==> config.mk <==
export PLATFORM = sky130hd
export DESIGN_NAME = rhj_top
export DESIGN_NICKNAME = d
export VERILOG_FILES = /design/src/rtl/rhj_pkg.sv /design/src/rtl/rhj_ring.sv /design/src/rtl/rhj_walker.sv /design/src/rtl/rhj_admit.sv /design/src/rtl/rhj_top.sv
export SDC_FILE = /design/constraint.sdc
export NUM_CORES = 1
export LEC_CHECK = 0
export BUFFER_PORTS_ARGS = -buffer_cell sky130_fd_sc_hd__buf_4
export CAP_MARGIN = 15
export CORE_MARGIN = 3
export CORE_UTILIZATION = 30
export CTS_CLUSTER_DIAMETER = 200
export DETAILED_ROUTE_END_ITERATION = 16
export GPL_ROUTABILITY_DRIVEN = 0
export SLEW_MARGIN = 20
export SYNTH_ARGS = -nofsm -noshare
export SYNTH_HDL_FRONTEND = slang
export SYNTH_HIERARCHICAL = 1
export SYNTH_SLANG_ARGS = --single-unit
==> constraint.sdc <==
create_clock -name clk -period 16.6 [get_ports clk]
set_input_delay 4.15 -clock clk [delete_from_list [all_inputs] [get_ports clk]]
set_output_delay 4.15 -clock clk [all_outputs]
set_load 0.01 [all_outputs]
==> src/rtl/rhj_pkg.sv <==
package rhj_pkg;
    typedef enum logic [1:0] {
        WM_IDLE     = 2'd0,
        WM_ROLLBACK = 2'd1,
        WM_RELEASE  = 2'd2
    } walk_mode_e;
endpackage

==> src/rtl/rhj_ring.sv <==
module rhj_ring #(
    parameter int DEPTH  = 8,
    parameter int SEQ_W  = 16,
    parameter int AREG_W = 5,
    parameter int PREG_W = 7
) (
    input  logic              clk,
    input  logic              rst_n,
    input  logic              push,
    input  logic [SEQ_W-1:0]  push_seq,
    input  logic [AREG_W-1:0] push_areg,
    input  logic [PREG_W-1:0] push_new,
    input  logic [PREG_W-1:0] push_prev,
    input  logic              pop_young,
    input  logic              pop_old,
    output logic [SEQ_W-1:0]  young_seq,
    output logic [AREG_W-1:0] young_areg,
    output logic [PREG_W-1:0] young_new,
    output logic [PREG_W-1:0] young_prev,
    output logic [SEQ_W-1:0]  old_seq,
    output logic [PREG_W-1:0] old_prev,
    output logic              empty,
    output logic              full
);
    localparam int PTR_W = (DEPTH > 1) ? $clog2(DEPTH) : 1;
    localparam int CNT_W = $clog2(DEPTH + 1);
    localparam logic [PTR_W-1:0] LAST = PTR_W'(DEPTH - 1);
    localparam logic [CNT_W-1:0] CAP  = CNT_W'(DEPTH);

    typedef struct packed {
        logic [PTR_W-1:0] head;
        logic [PTR_W-1:0] tail;
        logic [CNT_W-1:0] cnt;
    } ptr_t;

    ptr_t p_d, p_q;

    logic [SEQ_W-1:0]  seq_q  [DEPTH];
    logic [AREG_W-1:0] areg_q [DEPTH];
    logic [PREG_W-1:0] new_q  [DEPTH];
    logic [PREG_W-1:0] prev_q [DEPTH];

    logic [PTR_W-1:0] young_idx;

    function automatic logic [PTR_W-1:0] step_up(input logic [PTR_W-1:0] p);
        return (p == LAST) ? '0 : p + PTR_W'(1);
    endfunction

    function automatic logic [PTR_W-1:0] step_down(input logic [PTR_W-1:0] p);
        return (p == '0) ? LAST : p - PTR_W'(1);
    endfunction

    assign young_idx  = step_down(p_q.tail);
    assign young_seq  = seq_q[young_idx];
    assign young_areg = areg_q[young_idx];
    assign young_new  = new_q[young_idx];
    assign young_prev = prev_q[young_idx];
    assign old_seq    = seq_q[p_q.head];
    assign old_prev   = prev_q[p_q.head];
    assign empty      = (p_q.cnt == '0);
    assign full       = (p_q.cnt == CAP);

    always_comb begin
        p_d = p_q;
        if (push) begin
            p_d.tail = step_up(p_q.tail);
            p_d.cnt  = p_q.cnt + CNT_W'(1);
        end else if (pop_young) begin
            p_d.tail = young_idx;
            p_d.cnt  = p_q.cnt - CNT_W'(1);
        end else if (pop_old) begin
            p_d.head = step_up(p_q.head);
            p_d.cnt  = p_q.cnt - CNT_W'(1);
        end
    end

    always_ff @(posedge clk) begin
        if (!rst_n) p_q <= '0;
        else        p_q <= p_d;
    end

    always_ff @(posedge clk) begin
        if (push) begin
            seq_q[p_q.tail]  <= push_seq;
            areg_q[p_q.tail] <= push_areg;
            new_q[p_q.tail]  <= push_new;
            prev_q[p_q.tail] <= push_prev;
        end
    end

    AST_NO_OVERFLOW: assert property (@(posedge clk) disable iff (!rst_n)
        push |-> !full);
    AST_NO_UNDERFLOW: assert property (@(posedge clk) disable iff (!rst_n)
        (pop_young || pop_old) |-> !empty);
    AST_PUSH_ALONE: assert property (@(posedge clk) disable iff (!rst_n)
        push |-> !(pop_young || pop_old));
endmodule

==> src/rtl/rhj_walker.sv <==
module rhj_walker
    import rhj_pkg::*;
#(
    parameter int SEQ_W    = 16,
    parameter int AREG_W   = 5,
    parameter int PREG_W   = 7,
    parameter int NUM_PHYS = 96
) (
    input  logic              clk,
    input  logic              rst_n,
    input  logic              push,
    input  logic [PREG_W-1:0] push_new,
    input  logic              squash_valid,
    input  logic [SEQ_W-1:0]  squash_seq,
    input  logic              commit_valid,
    input  logic [SEQ_W-1:0]  commit_seq,
    input  logic              squashing,
    input  logic              empty,
    input  logic [SEQ_W-1:0]  young_seq,
    input  logic [AREG_W-1:0] young_areg,
    input  logic [PREG_W-1:0] young_new,
    input  logic [PREG_W-1:0] young_prev,
    input  logic [SEQ_W-1:0]  old_seq,
    input  logic [PREG_W-1:0] old_prev,
    output logic              pop_young,
    output logic              pop_old,
    output logic              busy,
    output logic              map_v,
    output logic [AREG_W-1:0] map_areg,
    output logic [PREG_W-1:0] map_preg,
    output logic              free_v,
    output logic [PREG_W-1:0] free_preg,
    output logic              set_v,
    output logic [PREG_W-1:0] set_preg,
    output logic              clr_v,
    output logic [PREG_W-1:0] clr_preg
);
    localparam logic [PREG_W-1:0] SPECIAL_BASE = PREG_W'(NUM_PHYS);

    typedef struct packed {
        walk_mode_e        mode;
        logic [SEQ_W-1:0]  target;
        logic              map_v;
        logic [AREG_W-1:0] map_areg;
        logic [PREG_W-1:0] map_preg;
        logic              free_v;
        logic [PREG_W-1:0] free_preg;
        logic              set_v;
        logic [PREG_W-1:0] set_preg;
        logic              clr_v;
        logic [PREG_W-1:0] clr_preg;
    } wstate_t;

    wstate_t s_d, s_q;
    logic    commit_ok;

    assign commit_ok = commit_valid && !squash_valid && !squashing
                       && !empty && (old_seq <= commit_seq);

    always_comb begin
        s_d        = s_q;
        s_d.map_v  = 1'b0;
        s_d.free_v = 1'b0;
        s_d.set_v  = 1'b0;
        s_d.clr_v  = 1'b0;
        pop_young  = 1'b0;
        pop_old    = 1'b0;

        if (push) begin
            s_d.clr_v    = 1'b1;
            s_d.clr_preg = push_new;
        end

        unique case (s_q.mode)
            WM_ROLLBACK: begin
                if (!squash_valid) begin
                    if (!empty && (young_seq > s_q.target)) begin
                        pop_young     = 1'b1;
                        s_d.map_v     = 1'b1;
                        s_d.map_areg  = young_areg;
                        s_d.map_preg  = young_prev;
                        s_d.free_v    = 1'b1;
                        s_d.free_preg = young_new;
                        if (young_new >= SPECIAL_BASE) begin
                            s_d.set_v    = 1'b1;
                            s_d.set_preg = young_new;
                        end
                    end else begin
                        s_d.mode = WM_IDLE;
                    end
                end
            end
            WM_RELEASE: begin
                if (!squash_valid && !squashing) begin
                    if (!empty && (old_seq <= s_q.target)) begin
                        pop_old       = 1'b1;
                        s_d.free_v    = 1'b1;
                        s_d.free_preg = old_prev;
                    end else begin
                        s_d.mode = WM_IDLE;
                    end
                end
            end
            default: ;
        endcase

        if (squash_valid) begin
            s_d.mode   = WM_ROLLBACK;
            s_d.target = squash_seq;
        end else if (s_q.mode == WM_IDLE && commit_ok) begin
            s_d.mode   = WM_RELEASE;
            s_d.target = commit_seq;
        end else if (s_q.mode == WM_RELEASE && commit_valid && !squashing
                     && (commit_seq > s_q.target)) begin
            s_d.target = commit_seq;
        end
    end

    always_ff @(posedge clk) begin
        if (!rst_n) s_q <= '0;
        else        s_q <= s_d;
    end

    assign busy      = (s_q.mode != WM_IDLE);
    assign map_v     = s_q.map_v;
    assign map_areg  = s_q.map_areg;
    assign map_preg  = s_q.map_preg;
    assign free_v    = s_q.free_v;
    assign free_preg = s_q.free_preg;
    assign set_v     = s_q.set_v;
    assign set_preg  = s_q.set_preg;
    assign clr_v     = s_q.clr_v;
    assign clr_preg  = s_q.clr_preg;

    AST_SPECIAL_READY: assert property (@(posedge clk) disable iff (!rst_n)
        set_v |-> (free_v && map_v && set_preg == free_preg && set_preg >= SPECIAL_BASE));
    AST_RESTORE_FREES: assert property (@(posedge clk) disable iff (!rst_n)
        map_v |-> free_v);
    AST_RELEASE_QUIET: assert property (@(posedge clk) disable iff (!rst_n)
        (squash_valid || squashing) |=> !(free_v && !map_v));
    AST_SQUASH_BUSY: assert property (@(posedge clk) disable iff (!rst_n)
        squash_valid |=> busy);
endmodule

==> src/rtl/rhj_admit.sv <==
module rhj_admit #(
    parameter int FREE_W = 8,
    parameter int NEED_W = 2
) (
    input  logic              full,
    input  logic              busy,
    input  logic              squash_valid,
    input  logic [FREE_W-1:0] free_count,
    input  logic [NEED_W-1:0] dst_count,
    output logic              grant
);
    logic regs_ok;

    generate
        if (FREE_W >= NEED_W) begin : g_wide_free
            assign regs_ok = (free_count >= FREE_W'(dst_count));
        end else begin : g_wide_need
            assign regs_ok = (NEED_W'(free_count) >= dst_count);
        end
    endgenerate

    assign grant = regs_ok && !full && !busy && !squash_valid;
endmodule

==> src/rtl/rhj_top.sv <==
module rhj_top #(
    parameter int DEPTH    = 8,
    parameter int SEQ_W    = 16,
    parameter int AREG_W   = 5,
    parameter int PREG_W   = 7,
    parameter int NUM_PHYS = 96,
    parameter int FREE_W   = 8,
    parameter int NEED_W   = 2
) (
    input  logic              clk,
    input  logic              rst_n,
    input  logic              rec_valid,
    input  logic [SEQ_W-1:0]  rec_seq,
    input  logic [AREG_W-1:0] rec_areg,
    input  logic [PREG_W-1:0] rec_new_preg,
    input  logic [PREG_W-1:0] rec_prev_preg,
    input  logic [NEED_W-1:0] rec_dst_count,
    input  logic [FREE_W-1:0] free_count,
    output logic              rename_grant,
    input  logic              squash_valid,
    input  logic [SEQ_W-1:0]  squash_seq,
    input  logic              commit_valid,
    input  logic [SEQ_W-1:0]  commit_seq,
    input  logic              squashing,
    output logic              busy,
    output logic              map_wr_valid,
    output logic [AREG_W-1:0] map_wr_areg,
    output logic [PREG_W-1:0] map_wr_preg,
    output logic              fl_ret_valid,
    output logic [PREG_W-1:0] fl_ret_preg,
    output logic              sb_set_valid,
    output logic [PREG_W-1:0] sb_set_preg,
    output logic              sb_clr_valid,
    output logic [PREG_W-1:0] sb_clr_preg
);
    logic              push_w, pop_young_w, pop_old_w, empty_w, full_w;
    logic [SEQ_W-1:0]  young_seq_w, old_seq_w;
    logic [AREG_W-1:0] young_areg_w;
    logic [PREG_W-1:0] young_new_w, young_prev_w, old_prev_w;

    assign push_w = rec_valid && rename_grant;

    rhj_admit #(.FREE_W(FREE_W), .NEED_W(NEED_W)) admit_i (
        .full(full_w), .busy(busy), .squash_valid(squash_valid),
        .free_count(free_count), .dst_count(rec_dst_count), .grant(rename_grant)
    );

    rhj_ring #(.DEPTH(DEPTH), .SEQ_W(SEQ_W), .AREG_W(AREG_W), .PREG_W(PREG_W)) ring_i (
        .clk(clk), .rst_n(rst_n), .push(push_w), .push_seq(rec_seq),
        .push_areg(rec_areg), .push_new(rec_new_preg), .push_prev(rec_prev_preg),
        .pop_young(pop_young_w), .pop_old(pop_old_w),
        .young_seq(young_seq_w), .young_areg(young_areg_w),
        .young_new(young_new_w), .young_prev(young_prev_w),
        .old_seq(old_seq_w), .old_prev(old_prev_w),
        .empty(empty_w), .full(full_w)
    );

    rhj_walker #(.SEQ_W(SEQ_W), .AREG_W(AREG_W), .PREG_W(PREG_W), .NUM_PHYS(NUM_PHYS)) walk_i (
        .clk(clk), .rst_n(rst_n), .push(push_w), .push_new(rec_new_preg),
        .squash_valid(squash_valid), .squash_seq(squash_seq),
        .commit_valid(commit_valid), .commit_seq(commit_seq), .squashing(squashing),
        .empty(empty_w), .young_seq(young_seq_w), .young_areg(young_areg_w),
        .young_new(young_new_w), .young_prev(young_prev_w),
        .old_seq(old_seq_w), .old_prev(old_prev_w),
        .pop_young(pop_young_w), .pop_old(pop_old_w), .busy(busy),
        .map_v(map_wr_valid), .map_areg(map_wr_areg), .map_preg(map_wr_preg),
        .free_v(fl_ret_valid), .free_preg(fl_ret_preg),
        .set_v(sb_set_valid), .set_preg(sb_set_preg),
        .clr_v(sb_clr_valid), .clr_preg(sb_clr_preg)
    );
endmodule

== Word-level counts from Yosys, hierarchy flattened ==
Memory sizes are Yosys's and may differ from the RTL's. A register that Yosys moved wholly into a read port is not among the register bits.
Cells that the tools add are included.

* Register bits after elaboration: 65
* Bits in latches: 0
* Bits in writable memories: 280
* Memory bits (read-only): 0
* Memories: 4

* Add/subtract/negate cells: 5
* $mul: 0
* Divide/modulo/power cells: 0
* $lt $le $gt $ge: 6
* Equal/unequal tests: 15
* Shift-type cells: 0
* Mux-type cells: 34
* Bitwise logic cells: 6
* Reductions and logical operators: 39

{| class="wikitable"
|+ Memory list
! memory !! words !! bits a word !! rd ports !! clocked after Yosys merged registers in !! wr ports !! line !! source
|-
| ring_i.seq_q || 8 || 16 || 2 || 1 || 1 || rhj_ring.sv:38 || <nowiki>logic [SEQ_W-1:0] seq_q [DEPTH];</nowiki>
|-
| ring_i.new_q || 8 || 7 || 1 || 0 || 1 || rhj_ring.sv:40 || <nowiki>logic [PREG_W-1:0] new_q [DEPTH];</nowiki>
|-
| ring_i.prev_q || 8 || 7 || 2 || 1 || 1 || rhj_ring.sv:41 || <nowiki>logic [PREG_W-1:0] prev_q [DEPTH];</nowiki>
|-
| ring_i.areg_q || 8 || 5 || 1 || 0 || 1 || rhj_ring.sv:39 || <nowiki>logic [AREG_W-1:0] areg_q [DEPTH];</nowiki>
|}

{| class="wikitable"
|+ Operators by type and width
! cell !! count
|-
| $mux 16 || 3
|-
| $gt 16x16->1 || 2
|-
| $le 16x16->1 || 2
|-
| $mux 8 || 4
|-
| $mux 29 || 1
|-
| $mux 3 || 8
|-
| $mux 17 || 1
|-
| $pmux 8 s2 || 1
|-
| $logic_and 1x1->1 || 15
|-
| $reduce_and 4->1 || 3
|-
| $reduce_bool 3->1 || 3
|-
| $ge 8x2->1 || 1
|-
| $mux 1 || 8
|-
| $mux 2 || 4
|-
| $mux 4 || 2
|-
| $ne 4x4->1 const B || 2
|-
| $ge 7x7->1 const B || 1
|-
| $mux 7 || 1
|-
| $add 3x1->3 const B || 2
|-
| $eq 3x3->1 const B || 2
|-
| $ne 2x1->1 const B || 3
|-
| $ne 3x3->1 const B || 2
|-
| $not 1->1 || 6
|-
| $reduce_and 3->1 || 2
|-
| 20 further kinds || 26
|}

== Depth between registers and ports, before layout ==
An unclocked memory read counts as a cell.

* Word-level depth: 12
* Mapped depth: 23

== Hierarchy ==
Netlist, hierarchy kept.

{| class="wikitable"
|+ Modules (own cells, without submodules)
! module !! times used !! cells an instance !! area each (µm²) !! sequential area each (µm²)
|-
| rhj_ring || 1 || 595 || 12,695.9 || 8,668.3
|-
| rhj_walker || 1 || 498 || 4,151.5 || 1,101.1
|-
| rhj_admit || 1 || 9 || 71.3 || 0.0
|-
| rhj_top || 1 || 1 || 6.3 || 0.0
|}

== Worst setup path after synthesis ==
OpenSTA, ideal clock, no wires.

* Path type: input -> output
* From: input port free_count[0]
* To: output port rename_grant
* Arrival time: 5.086 ns
* Required time: 12.450 ns
* Setup slack: 7.364 ns
* Stages: 4
* Path through: inv_1 -> ha_1 -> o21ai_0 -> a2111oi_1

* Cells in the longest elaborated chain, start to end: 4

{| class="wikitable"
|+ RTL lines
! item !! line !! source
|-
| start, declared || rhj_top.sv:18 || <nowiki>input logic [FREE_W-1:0] free_count,</nowiki>
|-
| $ge 8x2->1 || rhj_admit.sv:16 || <nowiki>assign regs_ok = (free_count >= FREE_W'(dst_count));</nowiki>
|-
| $logic_and 1x1->1 (3 in a row) || rhj_admit.sv:22 || <nowiki>assign grant = regs_ok && !full && !busy && !squash_valid;</nowiki>
|-
| end, declared || rhj_top.sv:19 || <nowiki>output logic rename_grant,</nowiki>
|}

No other way between the ends.

== Worst setup path in the final report ==
* From: input port free_count[1]
* To: output port rename_grant

The elaborated chain is that of the path after synthesis.

==> flow_summary.toml <==
[logic_synthesis]
syn_nets = 1265
synth_cell_types = 65
synth_top_family_by_area = "multiplexers"
synth-simple-area-share = 0.0608
synth_seq_area_share = 0.577
synth_warnings = 6
avgSynthCellArea_um2 = 15.3
synth_xor_area_frac = 0.00155
synth-seq-cells = 348
netlist_area_um2 = 16900
synth_adder_area_share = 0.0588
muxShareOfSynthArea = 0.206
synth-edff-count = 280
synth.top_cell.area_share = 0.497
synth_compound_area_frac = 0.0511
yosys.area.top_type = "edfxtp_1"
async_flop_share = 0
syn_inst = 1103
ys.flop_type = "edfxtp_1"
ys_top_cells_by_area = "edfxtp_1 50%, mux4_2 13%, dfxtp_1 8.0%"

[setup_path]
slowest_stage = "or4_1"
crit_chain = "buf_4 -> ha_1 -> or4_1 -> nor4_2 -> a2111oi_1 -> buf_4"
ff2ff_path_depth = 17
crit_fanout = 2
worstPathRequired_ps = 12450
worstReg2RegStart = "ring_i/p_q[4]$_SDFFE_PN0P_"
start_kind = "input port"
critPathMostFrequentCell = "buf_4"
arrival_ps = 5320
critical-path-top-delay-family = "simple AND/OR/NAND/NOR gates"
worst-r2r-setup-slack_ps = 9940
max_stage_delay_ps = 410
cp_num_buf_inv = 2
critPathKind = "in -> out"
end_kind = "output pin"

[placement]
placed_cell_area_um2 = 18400
placed_cells = 1901
portBuffers = 121
dp_slack_ps = 7110
place_hpwl_mm = 26.6

[sta]
max_clock_freq_ghz = 0.106
min_period_over_period = 0.570
final.setup.tns_ps = 0
slew_violations = 0
worst_slack_ps = 7130
max_slew_margin = 0.349
finClkSkew_ps = 8.83
tightest_slew_ps = 977
layout_min_cycle_time_ps = 9470
rsz0062_at_grt = "no"
hold_viol = 0
final-setup-viol-count = 0

[layout]
fin_area_um2 = 19600
layout.cells.non_filler = 1968
fin_nets = 1355
diodes = 0
area_delta_synth_final_pct = 15.5
drive_above_1_share = 0.301

[die]
core_um2 = 55400
rows = 86
start_util = 0.305
die_h_um = 244
die_x_um = 244
dieArea_um2 = 59300
pin_count = 122

[grt]
grt_pass1_wl_mm = 61.8
grt_overflow = 0
grt_usage = 0.136
grt_antenna_before_repair = 2
grt_pass1_vias = 9989
grt_max_degree = 83

[cts]
htree_levels = 2
cts_setup_buffers = 0
cts_sinks = 348
cts_tree = "done"
cts_buffer_depth = 3
cts.repair.resized = 0
insertion_delay_ps = 540
clkTransAtPathRegs_ps = 60
cts_buffers = 37
cts-hold-fix-buffers = 0
cts-root-buf = "clkbuf_16"

[detailed_routing]
routed_wl_mm = 41.2
wl_per_cell_um = 20.9
drc = 0
via_count = 9986
drt_iter0_markers = 697
vias_per_cell = 5.07
first_pass_iters = 5
detail-route-antenna-nets = 0

[status]
outcome = "finished, final reports clean"

[power]
powerDensity_nw_per_um2 = 112
leakagePower_nw = 6.59
peakVddDrop_mv = 0.0724

[min_path]
min_to = "walk_i/s_q[49]$_SDFFE_PN0P_"
hold_start = "walk_i/s_q[49]$_SDFFE_PN0P_"
hp-class = "reg -> reg"
worst_hold_path.num_cells = 2

[run]
max_cap_violations = 0
## layout by cell type, fill, tap and decap left out, types with 7 or more instances in the layout
cell type,instances
a21oi_1,35
a32oi_1,7
and2_1,10
buf_4,140
clkbuf_1,8
clkbuf_16,38
clkinv_1,8
dfxtp_1,64
edfxtp_1,280
ha_1,77
inv_1,45
mux2_2,45
mux2_4,10
mux2i_1,37
mux4_1,7
mux4_2,101
nand2_1,67
nand3_1,23
nand4_1,14
nor2_1,15
nor2b_1,28
o21ai_0,42
o21ai_1,7
## through the flow
stage	total power, mW	hold slack (ps)	utilization
2_1_floorplan	1.31	437	-
3_3_place_gp	1.42	444	0.332
3_5_place_dp	1.43	452	0.332
4_1_cts	2.21	461	0.352
5_1_grt	2.29	490	0.353
6_report	2.19	459	0.353
## worst register-to-register path, delay by kind of cell, from the launching register on
family	cells	cell delay, ps
and+or+nand+nor	5	1340
AOI/OAI and AO/OA	5	1510
buffers and inverters	3	1290
DFF	1	760
muxes	1	250
adders and majority gates	3	1400
## power breakdown
group	leakage [nW]	switching, mW	internal [mW]	total (mW)
clock network	0.548	0.337	0.436	0.773
registers	3.08	0.0227	0.971	0.993
logic	2.96	0.222	0.198	0.420
total	6.59	0.582	1.60	2.19
## cells in the mapped netlist, types with 20 or more instances
library cell  number
o21ai_0           42
nor2_1            21
ha_1              78
nand2_1           67
clkbuf_1          20
nand3_1           23
dfxtp_1           68
inv_1             45
a21oi_1           35
nor2b_1           29
buf_4             41
edfxtp_1         280
mux2_2            45
mux2i_1           37
mux4_2           101
## worst max path at each step
stage	depth (start not counted)	to	start
floorplan	4	rename_grant	free_count[0]
global placement	6	rename_grant	free_count[1]
detailed placement	6	rename_grant	free_count[1]
CTS	6	rename_grant	free_count[1]
global route	6	rename_grant	free_count[1]
finish	6	rename_grant	free_count[1]
## per-layer routing
metal,global-route usage,share of wire,wire (µm)
met1,0.193,0.45,18700
met4,0.0295,0.015,621
met3,0.0325,0.078,3210
met5,0,0.00068,28
met2,0.212,0.45,18600
## logic make-up (layout without fill, tap and decap cells)
family,after synthesis,count (layout)
AO/OA/AOI/OAI,138,138
AND/OR/NAND/NOR,199,199
XOR/XNOR,3,3
buffers and inverters,136,253
flip-flops,348,348
multiplexers,200,200
adder cells (fa/ha/maj),79,79
## area by class of cell
cell class / count / area [µm²]
inverters: 46 / 173
clock inverters: 17 / 106
flip-flops and latches: 348 / 9780
multi-input cells: 619 / 6470
repair buffers: 141 / 1070
well taps: 748 / 936
clock buffers: 49 / 1020
fillers: 5297 / 35900
## sequential cells by signal, summed over array words and instances (netlist names), 10 cells and up, named ones only
register       cells
ring_i/areg_q     40
ring_i/new_q      56
ring_i/p_q        10
ring_i/prev_q     56
ring_i/seq_q     128
walk_i/s_q        18
Note: power is estimated with default switching activity, not from simulation.
